$ cat config.mk
export PLATFORM = sky130hd
export DESIGN_NAME = pwm_atomic
export DESIGN_NICKNAME = d
export VERILOG_FILES = /design/src/rtl/pwm_pkg.sv /design/src/rtl/pwm_regfile.sv /design/src/rtl/pwm_shadow.sv /design/src/rtl/pwm_core.sv /design/src/rtl/pwm_atomic.sv
export SDC_FILE = /design/constraint.sdc
export NUM_CORES = 1
export LEC_CHECK = 0
export ABC_CLOCK_PERIOD_IN_PS = 8920
export BUFFER_PORTS_ARGS = -buffer_cell sky130_fd_sc_hd__buf_2
export CORE_ASPECT_RATIO = 0.7
export CORE_MARGIN = 2
export CORE_UTILIZATION = 40
export CTS_BUF_LIST = sky130_fd_sc_hd__clkbuf_8
export CTS_CLUSTER_SIZE = 28
export DETAILED_ROUTE_END_ITERATION = 16
export SLEW_MARGIN = 20
export SYNTH_ARGS = -nofsm -noshare
export SYNTH_HDL_FRONTEND = slang
export SYNTH_HIERARCHICAL = 1
export SYNTH_SLANG_ARGS = --single-unit
$ cat constraint.sdc
create_clock -name clk -period 8.92 [get_ports clk]
set_clock_uncertainty 0.1 [all_clocks]
set_input_delay 1.338 -clock clk [delete_from_list [all_inputs] [get_ports clk]]
set_output_delay 1.338 -clock clk [all_outputs]
set_load 0.05 [all_outputs]
$ cat src/rtl/pwm_pkg.sv
package pwm_pkg;
  // word indices of the register port
  localparam int unsigned REG_CNT  = 0;
  localparam int unsigned REG_PER  = 1;
  localparam int unsigned REG_DUTY = 2;
  localparam int unsigned REG_CTRL = 3;

  // control word bit positions
  localparam int unsigned B_EN    = 0;
  localparam int unsigned B_DHI   = 3;
  localparam int unsigned B_IDLE  = 4;
  localparam int unsigned B_ALIGN = 5;
  localparam int unsigned B_LOCK  = 6;

  typedef struct packed {
    logic align;    // 0 left-aligned, 1 right-aligned
    logic idle;     // level outside the active phase
    logic duty_hi;  // level during the active phase
  } pol_t;
endpackage

$ cat src/rtl/pwm_regfile.sv
module pwm_regfile
  import pwm_pkg::*;
#(
  parameter int DW     = 32,
  parameter int ADDR_W = 2
) (
  input  logic              clk,
  input  logic              rst,
  input  logic              we,
  input  logic [ADDR_W-1:0] addr,
  input  logic [DW-1:0]     wdata,
  input  logic [DW-1:0]     cnt,
  output logic [DW-1:0]     per_s,
  output logic [DW-1:0]     duty_s,
  output logic              en,
  output logic              lock,
  output pol_t              pol_s,
  output pol_t              pol_wr,
  output logic              arm,
  output logic              en_rise,
  output logic [DW-1:0]     rdata
);
  localparam logic [ADDR_W-1:0] A_CNT  = ADDR_W'(REG_CNT);
  localparam logic [ADDR_W-1:0] A_PER  = ADDR_W'(REG_PER);
  localparam logic [ADDR_W-1:0] A_DUTY = ADDR_W'(REG_DUTY);
  localparam logic [ADDR_W-1:0] A_CTRL = ADDR_W'(REG_CTRL);

  logic          wr_per, wr_duty, wr_ctrl;
  logic [DW-1:0] ctrl_word;
  logic [DW-1:0] rd_nx;

  assign wr_per  = we && (addr == A_PER);
  assign wr_duty = we && (addr == A_DUTY);
  assign wr_ctrl = we && (addr == A_CTRL);

  assign pol_wr.align   = wdata[B_ALIGN];
  assign pol_wr.idle    = wdata[B_IDLE];
  assign pol_wr.duty_hi = wdata[B_DHI];

  // a commit is armed by any timing write outside the lock, or by a
  // control write that leaves the lock clear
  assign arm     = ((wr_per || wr_duty) && !lock) || (wr_ctrl && !wdata[B_LOCK]);
  assign en_rise = wr_ctrl && wdata[B_EN] && !en;

  always_comb begin
    ctrl_word          = '0;
    ctrl_word[B_EN]    = en;
    ctrl_word[B_DHI]   = pol_s.duty_hi;
    ctrl_word[B_IDLE]  = pol_s.idle;
    ctrl_word[B_ALIGN] = pol_s.align;
    ctrl_word[B_LOCK]  = lock;
  end

  always_comb begin
    case (addr)
      A_CNT:   rd_nx = cnt;
      A_PER:   rd_nx = per_s;
      A_DUTY:  rd_nx = duty_s;
      A_CTRL:  rd_nx = ctrl_word;
      default: rd_nx = '0;
    endcase
  end

  always_ff @(posedge clk) begin
    if (rst) begin
      per_s  <= '0;
      duty_s <= '0;
      en     <= 1'b0;
      lock   <= 1'b0;
      pol_s  <= '0;
      rdata  <= '0;
    end else begin
      if (wr_per)  per_s  <= wdata;
      if (wr_duty) duty_s <= wdata;
      if (wr_ctrl) begin
        en    <= wdata[B_EN];
        lock  <= wdata[B_LOCK];
        pol_s <= pol_wr;
      end
      rdata <= rd_nx;
    end
  end
endmodule

$ cat src/rtl/pwm_shadow.sv
module pwm_shadow
  import pwm_pkg::*;
#(
  parameter int DW = 32
) (
  input  logic          clk,
  input  logic          rst,
  input  logic [DW-1:0] per_s,
  input  logic [DW-1:0] duty_s,
  input  pol_t          pol_s,
  input  pol_t          pol_wr,
  input  logic          en,
  input  logic          lock,
  input  logic          arm,
  input  logic          en_rise,
  input  logic          wrap,
  output logic [DW-1:0] per_a,
  output logic [DW-1:0] duty_a,
  output pol_t          pol_a
);
  logic pending;
  logic load;
  logic commit;

  // immediate load on enable, or while idle and unlocked
  assign load   = en_rise || (!en && !lock);
  // deferred commit only at a wrap with the lock released
  assign commit = en && pending && !lock && wrap;

  always_ff @(posedge clk) begin
    if (rst) begin
      per_a   <= '0;
      duty_a  <= '0;
      pol_a   <= '0;
      pending <= 1'b0;
    end else begin
      if (load) begin
        per_a  <= per_s;
        duty_a <= duty_s;
        pol_a  <= en_rise ? pol_wr : pol_s;
      end else if (commit) begin
        per_a  <= per_s;
        duty_a <= duty_s;
        pol_a  <= pol_s;
      end
      // a fresh arm wins so that values written at a commit edge are not lost
      if (arm)                 pending <= 1'b1;
      else if (load || commit) pending <= 1'b0;
    end
  end
endmodule

$ cat src/rtl/pwm_core.sv
module pwm_core
  import pwm_pkg::*;
#(
  parameter int DW = 32
) (
  input  logic          clk,
  input  logic          rst,
  input  logic          en,
  input  logic [DW-1:0] per_a,
  input  logic [DW-1:0] duty_a,
  input  pol_t          pol_a,
  output logic [DW-1:0] cnt,
  output logic          wrap,
  output logic          pwm_out
);
  localparam logic [DW-1:0] ONE = DW'(1);

  logic act;
  logic lvl_nx;

  assign wrap = en && ((per_a == '0) || (cnt == per_a - ONE));

  always_comb begin
    if (pol_a.align) act = (duty_a >= per_a) || (cnt >= per_a - duty_a);
    else             act = (cnt < duty_a);
  end

  assign lvl_nx = (!en || (per_a == '0)) ? pol_a.idle
                                         : (act ? pol_a.duty_hi : pol_a.idle);

  always_ff @(posedge clk) begin
    if (rst) begin
      cnt     <= '0;
      pwm_out <= 1'b0;
    end else begin
      if (!en || wrap) cnt <= '0;
      else             cnt <= cnt + ONE;
      pwm_out <= lvl_nx;
    end
  end
endmodule

$ cat src/rtl/pwm_atomic.sv
module pwm_atomic
  import pwm_pkg::*;
#(
  parameter int DW     = 32,
  parameter int ADDR_W = 2
) (
  input  logic              clk,
  input  logic              rst,
  input  logic              bus_we,
  input  logic [ADDR_W-1:0] bus_addr,
  input  logic [DW-1:0]     bus_wdata,
  output logic [DW-1:0]     bus_rdata,
  output logic              pwm_out
);
  logic [DW-1:0] per_s, duty_s, per_a, duty_a, cnt;
  logic          en_q, lock_q, arm, en_rise, wrap;
  pol_t          pol_s, pol_wr, pol_a;

  pwm_regfile #(.DW(DW), .ADDR_W(ADDR_W)) u_regs (
    .clk     (clk),
    .rst     (rst),
    .we      (bus_we),
    .addr    (bus_addr),
    .wdata   (bus_wdata),
    .cnt     (cnt),
    .per_s   (per_s),
    .duty_s  (duty_s),
    .en      (en_q),
    .lock    (lock_q),
    .pol_s   (pol_s),
    .pol_wr  (pol_wr),
    .arm     (arm),
    .en_rise (en_rise),
    .rdata   (bus_rdata)
  );

  pwm_shadow #(.DW(DW)) u_shadow (
    .clk     (clk),
    .rst     (rst),
    .per_s   (per_s),
    .duty_s  (duty_s),
    .pol_s   (pol_s),
    .pol_wr  (pol_wr),
    .en      (en_q),
    .lock    (lock_q),
    .arm     (arm),
    .en_rise (en_rise),
    .wrap    (wrap),
    .per_a   (per_a),
    .duty_a  (duty_a),
    .pol_a   (pol_a)
  );

  pwm_core #(.DW(DW)) u_core (
    .clk     (clk),
    .rst     (rst),
    .en      (en_q),
    .per_a   (per_a),
    .duty_a  (duty_a),
    .pol_a   (pol_a),
    .cnt     (cnt),
    .wrap    (wrap),
    .pwm_out (pwm_out)
  );
endmodule

# Word level (Yosys, flattened, before mapping)
# Index checks and enable logic that the tools add are counted.
dict set report word_totals {
  ff_bits 202
  out_inout_bits 33
  inputBits 37
  word_cells 67
}
dict set report classes {
  addsub 3
  magnitude_cmp 3
  eq_ne 4
  n_mux 13
  reduce_logical 28
}
# cell count
set op_table {}
lappend op_table {{$mux 32} 4}
lappend op_table {{$pmux 32 s4} 1}
lappend op_table {{$ge 32x32->1} 2}
lappend op_table {{$add 32x1->32 const B} 1}
lappend op_table {{$eq 32x32->1} 1}
lappend op_table {{$logic_not 32->1} 1}
lappend op_table {{$lt 32x32->1} 1}
lappend op_table {{$sub 32x1->32 const B} 1}
lappend op_table {{$sub 32x32->32} 1}
lappend op_table {{$logic_and 1x1->1} 12}
lappend op_table {{$mux 3} 3}
lappend op_table {{$logic_or 1x1->1} 8}
lappend op_table {{$mux 1} 5}
lappend op_table {{$eq 2x2->1 const B} 2}
lappend op_table {{$reduce_bool 2->1} 2}
lappend op_table {{$logic_not 1->1} 3}
lappend op_table {{$eq 2x1->1 const B} 1}
lappend op_table {{$logic_not 2->1} 1}
lappend op_table {{$reduce_or 2->1} 1}

# Logic depth before layout (Yosys ltp)
# Gate-level depths: netlist of the first run.
dict set report logic_depth {
  word_depth 8
  depth_mapped 21
  ltp_nobuf 21
}

# Hierarchy
# Netlist of the first run, hierarchy kept.
# mod area_each_um2 seq_area_each_um2 n_inst cells_per_inst
set by_module_without_submodules {}
lappend by_module_without_submodules {pwm_core 5637.9 660.6 1 751}
lappend by_module_without_submodules {pwm_regfile 4381.7 2021.9 1 388}
lappend by_module_without_submodules {pwm_shadow 2864.0 1361.3 1 323}

# Least setup slack after synthesis of the first run
# OpenSTA, ideal clock, no wires.
dict set report synth_timing {
  path_type {reg2reg}
  from {register u_shadow.per_a[3]}
  to {register u_core.pwm_out}
  setup_time_ns 0.114
  stages_incl_launch_ff 20
  slack_ns 3.821
  path_buffers 0
  arrival_time_ns 4.884
  t_required_ns 8.706
  synth_period_minus_slack_ns 5.099
  path_cell_list {dfxtp_1 -> ha_1 -> a21o_1 -> a21oi_1 -> a21oi_1 -> a211o_1 -> a2111oi_0 -> o31ai_1 -> a2111o_1 -> a31o_2 -> xnor2_1 -> ha_1 -> nand4_1 -> or2_2 -> o221a_2 -> o211ai_1 -> a31oi_1 -> a2111oi_0 -> mux2i_1 -> nor2_1}
}
dict set report synth_via {
  elab_chain_len 6
  word_cells_on_any_way 9
  cone_classes {1 x add/sub; 2 x order compare; 3 x mux; 3 x reduce/logical}
}
# element line
set synth_rtl {}
lappend synth_rtl {{start: declaration} pwm_shadow.sv:17} ;# output logic [DW-1:0] per_a,
lappend synth_rtl {{start signal: assignment} pwm_shadow.sv:38} ;# per_a <= per_s;
lappend synth_rtl {{start signal: assignment} pwm_shadow.sv:42} ;# per_a <= per_s;
lappend synth_rtl {{$sub 32x32->32} pwm_core.sv:24} ;# if (pol_a.align) act = (duty_a >= per_a) || (cnt >= per_a - duty_a);
lappend synth_rtl {{$ge 32x32->1} pwm_core.sv:24}
lappend synth_rtl {{$logic_or 1x1->1} pwm_core.sv:24}
lappend synth_rtl {{$mux 1} pwm_core.sv:24}
lappend synth_rtl {{$mux 1} pwm_core.sv:29} ;# : (act ? pol_a.duty_hi : pol_a.idle);
lappend synth_rtl {{$mux 1 *} pwm_core.sv:28} ;# assign lvl_nx = (!en || (per_a == '0)) ? pol_a.idle
lappend synth_rtl {{end signal: assignment} pwm_core.sv:38} ;# pwm_out <= lvl_nx;
lappend synth_rtl {{end: declaration} pwm_core.sv:14} ;# output logic pwm_out
# Mark *: on every way between the ends. The rest lies on a longest branch, timed or not.
# A chain may end at the register's enable or synchronous reset.

# Worst setup path after layout of the first run
# Same ends and word-level chain as after synthesis.

==> results of run 1 <==
[flip-flops by register name, indices dropped and copies added, names as in the netlist]
name	flops
u_regs/per_s	32
u_core/pwm_out	1
u_regs/en	1
u_regs/duty_s	32
u_shadow/per_a	32
u_shadow/duty_a	32
u_regs/lock	1
u_core/cnt	32
u_regs/rdata	32
u_shadow/pending	1
u_shadow/pol_a	3
u_regs/pol_s	3
[how the worst min path moves through the flow]
stage,from,endpoint,slack [ps],cells after the start
floorplan,u_regs/per_s[10],u_shadow/per_a[10],350,2
global placement,u_regs/per_s[22],u_shadow/per_a[22],370,2
detailed placement,u_regs/per_s[15],u_shadow/per_a[15],370,2
CTS,u_regs/per_s[24],u_shadow/per_a[24],380,2
global route,u_regs/per_s[22],u_shadow/per_a[22],400,2
finish,u_regs/per_s[23],u_shadow/per_a[23],380,2
[Yosys cell counts, drive strengths merged (28+ instances only)]
cell      n  area, sq um
o22ai    32          319
clkbuf   45          175
buf      50          384
a21o     34          255
xnor2    49          429
ha       97         1210
o21ai    98          490
mux2i   111         1110
xor2     46          403
nand2b  118          738
a21oi   116          581
inv      48          180
nand2    40          153
nand3    28          145
nor2     85          319
o211ai   71          533
dfxtp   202         4040
[cells by family (layout without fill, tap and decap cells)]
logic type | Yosys count | in the layout | synth area share (%)
mux | 115 | 115 | 8.97
buf+inv | 143 | 194 | 5.74
compound gates | 408 | 408 | 20.7
simple gates | 401 | 401 | 17.2
fa+ha+maj | 98 | 98 | 9.58
flops | 202 | 202 | 31.4
xor+xnor | 95 | 95 | 6.46
[power by group]
part / internal, W / switching [W]
registers: 0.000923 / 0.0000194
logic: 0.000174 / 0.000256
clock network: 0.000505 / 0.000421
[worst register-to-register path, cell delays in order, from the launching register on]
cell and delay (ps):
dfxtp_1 460, ha_1 340, a21o_1 180, a21oi_1 180, a21oi_1 160, a211o_1 340, a2111oi_0 840, o31ai_1 300
a2111o_1 490, a31o_2 290, xnor2_1 130, ha_1 300, nand4_1 120, or2_2 320, o221a_2 240, o211ai_1 150
a31oi_1 70, a2111oi_0 540, mux2i_1 260, nor2_1 60
[metal layers]
metal,vias to the layer above,track usage [%],share of wire [%]
li1,5341,-,-
met3,52,3.54,7.9
met4,0,4.99,1.6
met2,458,30.4,37
met5,-,0,0
met1,5404,39.7,53
[through the flow]
stage	util, %	std cells	setup WS (ps)	power [W]
3_3_place_gp	42.3	1869	3230	0.00138
5_1_grt	44.8	1933	2520	0.00239
2_1_floorplan	-	1462	3820	0.00128
3_5_place_dp	42.4	1870	3030	0.00138
6_report	44.8	1933	2930	0.00230
4_1_cts	44.8	1933	2990	0.00230
[final cells by class]
| cell class | instances | area (sq um) | share of cell area, % |
|---|---|---|---|
| clock buffer | 47 | 647 | 4.60 |
| clock inverter | 16 | 109 | 0.773 |
| inverter | 48 | 180 | 1.28 |
| multi-input combinational | 1117 | 8110 | 57.6 |
| sequential | 202 | 4050 | 28.7 |
| tap | 420 | 526 | 3.73 |
| timing repair buffer | 83 | 460 | 3.27 |
[cell usage in the layout (no fill, tap or decap), drive strengths merged, types with 9 or more instances in the layout]
| cell | Yosys | routed |
|---|---|---|
| nand2b | 118 | 118 |
| o211ai | 71 | 71 |
| nor2 | 85 | 85 |
| a21oi | 116 | 116 |
| xnor2 | 49 | 49 |
| nor4 | 12 | 12 |
| o21ai | 98 | 98 |
| nor3 | 20 | 20 |
| nor2b | 12 | 12 |
| nand3 | 28 | 28 |
| nand4 | 26 | 26 |
| o22ai | 32 | 32 |
| inv | 48 | 59 |
| buf | 50 | 83 |
| xor2 | 46 | 46 |
| nand2 | 40 | 40 |
| clkbuf | 45 | 47 |
| and3 | 9 | 9 |
| ha | 97 | 97 |
| dfxtp | 202 | 202 |
| or3 | 14 | 14 |
| mux2i | 111 | 111 |
| a21o | 34 | 34 |
==> results_dict.tcl, run 1 <==
set metrics [dict create \
    hpwl_um 28400 \
    status "complete, no violations" \
    synth_edf_count 0 \
    io_pins 70 \
    finalHoldViolations 0 \
    wl_per_cell_um 20.8 \
    first_global_vias 10800 \
    cts_hold_buf 0 \
    fin_crit_sh_pct 67.2 \
    stdcell_area_sq_um 14100 \
    die_y_um 154 \
    synth-main-ff-cell "dfxtp_1" \
    crit_arrival_ps 6290 \
    cpPeakStageDelay_ps 840 \
    clk_path_buf_depth 3 \
    synth.distinct_cells 69 \
    h-tree-depth 2 \
    drv_cap 0 \
    cp_num_cells 19 \
    min_path_type "reg2reg" \
    drt-total-wl_um 40200 \
    setup_viol 0 \
    antenna_cells 0 \
    cts_sinks 202 \
    critPathLaunchType "flip-flop" \
    crit_chain "ha_1, a21o_1, a21oi_1, a21oi_1, a211o_1, a2111oi_0, o31ai_1, a2111o_1, a31o_2, xnor2_1, ha_1, nand4_1, or2_2, o221a_2, o211ai_1, a31oi_1, a2111oi_0, mux2i_1, nor2_1" \
    rr_endpoint "u_core/pwm_out" \
    drv_slew 0 \
    ir_drop_v 0.000115 \
    crit_slowest_cell "a2111oi_0" \
    dpl_cell_area_sq_um 13300 \
    p_leak_nw 5.80 \
    critical_path_class "reg2reg" \
    synthArstFlopShare_pct 0 \
    n_fill_cell 3101 \
    cts_setup_buffers 0 \
    overflow 0 \
    r2r_slack_ps 2930 \
    worst_hold_slack_ps 382 \
    tightestPinTransition_ps 962 \
    grt_pass1_wl_um 63200 \
    critPathLaunch "u_shadow/per_a[3]" \
    drive_gt1_share_pct 11.8 \
    grt_max_degree 98 \
    row_count 54 \
    seq_area_frac_synth_pct 31.4 \
    core_area_sq_um 31400 \
    insertion_delay_ps 560 \
    slew_headroom_pct 34.2 \
    path_clk_slew_ps 60 \
    portBuffers 69 \
    area_delta_synth_final_pct 9.25 \
    rsz0062_at_grt "false" \
    path_buf_inv 0 \
    timing.critical_path.to "u_core/pwm_out" \
    crit_fanout 7 \
    cts_tree "done" \
    place_congestion 0.937 \
    drc_errors 0 \
    synth-seq-cells 202 \
    antenna_left 0 \
    yosys_warnings 6 \
    synth_nets 1597 \
    layout_min_cycle_time_ps 5990 \
    syn_area_per_cell_sq_um 8.81 \
    max_clock_freq_mhz 167 \
    cts_buffers 37 \
    r2r-start "u_shadow/per_a[3]" \
    initial_utilization_pct 41.0 \
    die_width_um 219 \
    nNetsFinal 1624 \
    vias 11300 \
    required_ps 9220 \
    cp-end-kind "flip-flop" \
    syn_inst 1462 \
    p_per_area_nw_per_um2 163 \
    syn_area_sq_um 12900 \
    crit_family "compound AO/OA/AOI/OAI gates" \
    antenna_found_initial 1 \
    rr_worst_depth 19 \
    via_per_inst 5.82 \
    root_buffer "clkbuf_8" \
    drt_first_pass_iters 5 \
    grt_util_all_layers_pct 23.7 \
    drt-initial-drc-count 1214 \
    ctsResizeCount 0 \
    die_area_sq_um 33700 \
    tns_ps 0 \
]
No activity file was read; power rests on OpenSTA's default activity.
==> run 2: changes to the inputs <==
--- a/config.mk
+++ b/config.mk
@@ -5,7 +5,7 @@
 export SDC_FILE = /design/constraint.sdc
 export NUM_CORES = 1
 export LEC_CHECK = 0
-export ABC_CLOCK_PERIOD_IN_PS = 8920
+export ABC_CLOCK_PERIOD_IN_PS = 5300
 export BUFFER_PORTS_ARGS = -buffer_cell sky130_fd_sc_hd__buf_2
 export CORE_ASPECT_RATIO = 0.7
 export CORE_MARGIN = 2
==> constraint.sdc (replaced) <==
create_clock -name clk -period 5.3 [get_ports clk]
set_clock_uncertainty 0.1 [all_clocks]
set_input_delay 0.795 -clock clk [delete_from_list [all_inputs] [get_ports clk]]
set_output_delay 0.795 -clock clk [all_outputs]
set_load 0.05 [all_outputs]
==> run 2 against run 1 <==
  * Combinational power increased by 80%
  * Fmax is 19% higher
  * Critical path depth grew 3
  * Register-to-register slack got worse by 2700 ps
  * Clock-buffer cell count did not move
  * Utilization increased by 1.4 points
  * Die area unchanged
  * Setup slack got worse by 2700 ps
  * Global-route usage barely moved
  * Hold slack got worse by 4.4 ps
  * Sequential share of layout area is 0.86 points lower
  * Sequential power grew 68%
==> results_dict.tcl, run 2 (synthesis results as in run 1) <==
set metrics [dict create \
    min_path_type "reg2reg" \
    p_leak_nw 6.06 \
    cts_sinks 202 \
    dpl.cell_count 1907 \
    cts_buffers 38 \
    final_cells 1978 \
    grt_pass1_wl_um 62500 \
    die_width_um 219 \
    vias 11500 \
    drc_errors 0 \
    cts_tree "done" \
    slew_headroom_pct 42.1 \
    p_per_area_nw_per_um2 279 \
    crit_fanout 3 \
    status "complete, no violations" \
    tightestPinTransition_ps 869 \
    totalPowerFinal_w 0.00404 \
    max_clock_freq_mhz 198 \
    drt-initial-drc-count 1170 \
    critPathLaunchType "flip-flop" \
    drv_cap 0 \
    hold_depth 2 \
    critical_path_class "reg2reg" \
    antenna_cells 0 \
    layout.area.seq_sq_um 4050 \
    drv_slew 0 \
    via_per_inst 5.83 \
    io_pins 70 \
    grt_max_degree 83 \
    hpwl_um 28900 \
    drt_first_pass_iters 5 \
    n_fill_cell 3106 \
    nNetsFinal 1664 \
    finalHoldViolations 0 \
    multi_input_area_sq_um 8160 \
    initial_utilization_pct 41.0 \
    die_y_um 154 \
    core_area_sq_um 31400 \
    setup_viol 0 \
    wl_per_cell_um 20.4 \
    grt_util_all_layers_pct 23.6 \
    row_count 54 \
    drt-total-wl_um 40300 \
    die_area_sq_um 33700 \
    layout_min_cycle_time_ps 5050 \
    overflow 0 \
    required_ps 5640 \
    first_global_vias 10800 \
    root_buffer "clkbuf_8" \
    antenna_found_initial 0 \
    clk_path_buf_depth 3 \
    fin_crit_sh_pct 95.2 \
    ir_drop_v 0.000275 \
    cp-end-kind "flip-flop" \
    h-tree-depth 2 \
    mostFrequentLayoutCell "dfxtp_1" \
    area_delta_synth_final_pct 12.6 \
    path_clk_slew_ps 60 \
    drive_gt1_share_pct 14.7 \
    crit_arrival_ps 5380 \
    antenna_left 0 \
    insertion_delay_ps 570 \
    place_congestion 0.926 \
    final_cell_mix "dfxtp_1, nand2b_1, a21oi_1, mux2i_1, ha_1" \
    rr_worst_depth 22 \
    portBuffers 69 \
]
-- run 2: changes by cell type in the layout (fill, tap and decap cells not counted), sizes merged --
cell    previous run  this run
buf               83       122
bufinv             1         3
clkinv             2         4
inv               59        61
-- run 2: what timing repair did --
item	in CTS	in global routing
gates cloned	0	0
endpoints found under the setup margin	1	1
hold buffers	0	0
setup buffers	0	2
gates resized for setup	2	9
pin swaps	0	8
-- run 2: per-stage QoR --
stage          util [%]  instance area [sq um]  setup TNS (ps)  hold WS [ps]  setup WS (ps)
3_3_place_gp       43.3                  13600               0           367           31.5
3_5_place_dp       43.3                  13600           -7.51           366          -7.51
2_1_floorplan         -                  12900               0           355            201
5_1_grt            46.2                  14500           -3.94           402          -3.94
6_report           46.2                  14500               0           378            255
4_1_cts            46.0                  14400               0           377           17.1
-- run 2: path summary, 6_finish.rpt --
| check | start | slack [ps] | to |
|---|---|---|---|
| setup / recovery | u_shadow/duty_a[1] | 250 | u_core/pwm_out |
| hold / removal | u_regs/per_s[21] | 380 | u_shadow/per_a[21] |
| setup reg to reg | u_shadow/duty_a[1] | 250 | u_core/pwm_out |
| hold reg to reg | u_regs/per_s[21] | 380 | u_shadow/per_a[21] |
-- run 2: per-layer routing --
metal | vias up | global-route usage [%] | part of all wire (%)
met5 | - | 0 | 0
met4 | 0 | 5.90 | 1.8
met3 | 65 | 6.07 | 9.7
met2 | 475 | 30.5 | 37
met1 | 5548 | 37.6 | 52
li1 | 5436 | - | -
-- run 2: worst max-delay path: stages (launching register included) --
cell and delay (ps):
dfxtp_1 330, inv_1 60, ha_1 290, nor2b_1 160
o21bai_1 220, a21oi_2 120, a211o_1 300, a2111oi_4 290
buf_4 180, o31ai_2 90, a2111o_1 470, a31o_2 280
xnor2_1 120, ha_1 290, nand4_1 100, or2_4 270
o221a_2 240, o211ai_1 190, a31oi_2 80, a2111oi_2 340
buf_4 170, mux2i_1 170, nor2_1 50
-- run 2: power breakdown --
| part | switching (W) | leakage, nW | internal [W] |
|---|---|---|---|
| Clock | 0.000730 | 0.469 | 0.000956 |
| Sequential | 0.0000299 | 1.64 | 0.00155 |
| Combinational | 0.000442 | 3.96 | 0.000333 |
| Total | 0.00120 | 6.06 | 0.00284 |
-- run 2: cell type report --
cell class	count	area share, %
Inverter	48	1.24
Clock inverter	22	1.33
Multi-Input combinational cell	1117	56.2
Timing Repair Buffer	122	5.23
Sequential cell	202	27.9
Clock buffer	47	4.46
Tap cell	420	3.62
==> run 3: changes to the inputs <==
--- a/config.mk
+++ b/config.mk
@@ -13,6 +13,7 @@
 export CTS_BUF_LIST = sky130_fd_sc_hd__clkbuf_8
 export CTS_CLUSTER_SIZE = 28
 export DETAILED_ROUTE_END_ITERATION = 16
+export PLACE_DENSITY_LB_ADDON = 0.3
 export SLEW_MARGIN = 20
 export SYNTH_ARGS = -nofsm -noshare
 export SYNTH_HDL_FRONTEND = slang
==> run 3 against run 2 <==
  * Register-to-register slack worse by 70 ps
  * Routed wire length about the same
  * Hold slack better by 1.5 ps
  * Via count down 1.2%
  * Utilization up 0.20 points
  * Design area up 0.42%
  * Fmax down 1.5%
  * Non-clock buffer count up 1
  * Critical path depth unchanged
  * Combinational power about the same
  * Sequential power about the same
  * Highest routed layer unchanged
==> results_dict.tcl, run 3 (synthesis results as in run 1) <==
set metrics [dict create \
    clk_path_buf_depth 3 \
    final_cells 1975 \
    fin_crit_sh_pct 96.6 \
    worst_hold_slack_ps 379 \
    r2r-start "u_shadow/duty_a[3]" \
    initial_utilization_pct 41.0 \
    worst_hold_path.endpoint "u_shadow/per_a[23]" \
    hold_depth 2 \
    drc_errors 0 \
    setup_viol 0 \
    totalPowerFinal_w 0.00407 \
    cts_buffers 36 \
    drive_gt1_share_pct 15.1 \
    max_clock_freq_mhz 195 \
    dpl.cell_count 1906 \
    tightestPinTransition_ps 1170 \
    grt_util_all_layers_pct 23.4 \
    antenna_left 0 \
    area_delta_synth_final_pct 13.1 \
    finalHoldViolations 0 \
    top_layer "met4" \
    die_y_um 154 \
    critical_path_class "reg2reg" \
    wl_per_cell_um 20.4 \
    root_buffer "clkbuf_8" \
    die_width_um 219 \
    overflow 0 \
    portBuffers 69 \
    die_area_sq_um 33700 \
    grt_pass1_wl_um 61700 \
    first_global_vias 10500 \
    crit_arrival_ps 5430 \
    p_per_area_nw_per_um2 280 \
    drv_cap 0 \
    layout_min_cycle_time_ps 5120 \
    core_area_sq_um 31400 \
    drt-total-wl_um 40400 \
    place_congestion 0.921 \
    hpwl_um 29400 \
    cts_sinks 202 \
    cts_tree "done" \
    grt_max_degree 94 \
    drt-initial-drc-count 1114 \
    critPathLaunchType "flip-flop" \
    r2r_slack_ps 180 \
    via_per_inst 5.76 \
    wl_met3_um 3700 \
    path_clk_slew_ps 70 \
    wl_met1_um 21000 \
    setup_slack_ps 180 \
    cts_hold_buf 0 \
    rr_endpoint "u_core/pwm_out" \
    final_cell_mix "dfxtp_1, nand2b_1, a21oi_1, mux2i_1, ha_1" \
    slew_headroom_pct 21.9 \
    required_ps 5610 \
    crit_fanout 3 \
    min_path_type "reg2reg" \
    hold_start "u_regs/per_s[23]" \
    antenna_found_initial 0 \
    mostFrequentLayoutCell "dfxtp_1" \
    row_count 54 \
    status "complete, no violations" \
    rr_worst_depth 22 \
    antenna_cells 0 \
    nNetsFinal 1663 \
    h-tree-depth 2 \
    io_pins 70 \
    drv_slew 0 \
    ir_drop_v 0.000285 \
    insertion_delay_ps 560 \
    dr_wl_met2_um 14900 \
    drt_first_pass_iters 7 \
    pre_cts_slack_ps -42.0 \
    p_leak_nw 6.07 \
    vias 11400 \
    cp-end-kind "flip-flop" \
]
-- run 3: layer usage --
layer	GRT usage [%]	up-vias
met5	0	-
met3	4.99	61
met1	37.8	5385
met2	30.1	496
li1	-	5441
met4	5.54	0
-- run 3: layout make-up --
cell class | count | area, sq um
fill | 3053 | 16800
multi-input combinational | 1117 | 8180
sequential | 202 | 4050
timing repair buffer | 123 | 791
clock buffer | 50 | 688
tap | 420 | 526
inverter | 48 | 180
clock inverter | 15 | 165
-- run 3: repair_timing --
action | in CTS | in global routing
setup buffers | 0 | 4
pin swaps | 0 | 8
gates cloned | 0 | 0
endpoints found under the setup margin | 1 | 1
resized for setup | 3 | 10
-- run 3: worst max-delay path by stage --
stage                                   from             end  slack [ps]  depth (start not counted)
final                     u_shadow/duty_a[3]  u_core/pwm_out         180                         22
after global routing      u_shadow/duty_a[3]  u_core/pwm_out          -3                         22
after CTS                 u_shadow/duty_a[3]  u_core/pwm_out          50                         22
after detailed placement  u_shadow/duty_a[3]  u_core/pwm_out         -40                         22
after global placement    u_shadow/duty_a[3]  u_core/pwm_out          60                         22
after floorplan            u_shadow/per_a[3]  u_core/pwm_out         200                         19
-- run 3: critical path, cell delays in order (launching register included) --
cell	delay (ps)
dfxtp_1	340
inv_1	70
ha_1	310
a21o_1	180
a21oi_2	160
a21oi_2	90
a211o_1	280
a2111oi_4	290
buf_4	170
o31ai_2	90
a2111o_1	460
a31o_2	270
xnor2_1	130
ha_1	320
nand4_1	120
or2_2	320
o221a_2	240
o211ai_1	190
a31oi_2	80
a2111oi_2	340
buf_4	170
mux2i_1	180
nor2_1	50
-- run 3: through the flow --
step	TNS (ps)	area, sq um	util [%]
floorplan	0	12900	-
global placement	0	13600	43.3
detailed placement	-42.0	13600	43.3
CTS	0	14500	46.1
global route	-2.51	14600	46.4
finish	0	14600	46.4
-- run 3: report_power, final --
part / internal, W / total, W / switching, W / leakage, nW
Combinational: 0.000341 / 0.000773 / 0.000432 / 3.98
Clock: 0.000999 / 0.00172 / 0.000716 / 0.462
Sequential: 0.00155 / 0.00159 / 0.0000320 / 1.64
Total: 0.00289 / 0.00407 / 0.00118 / 6.07
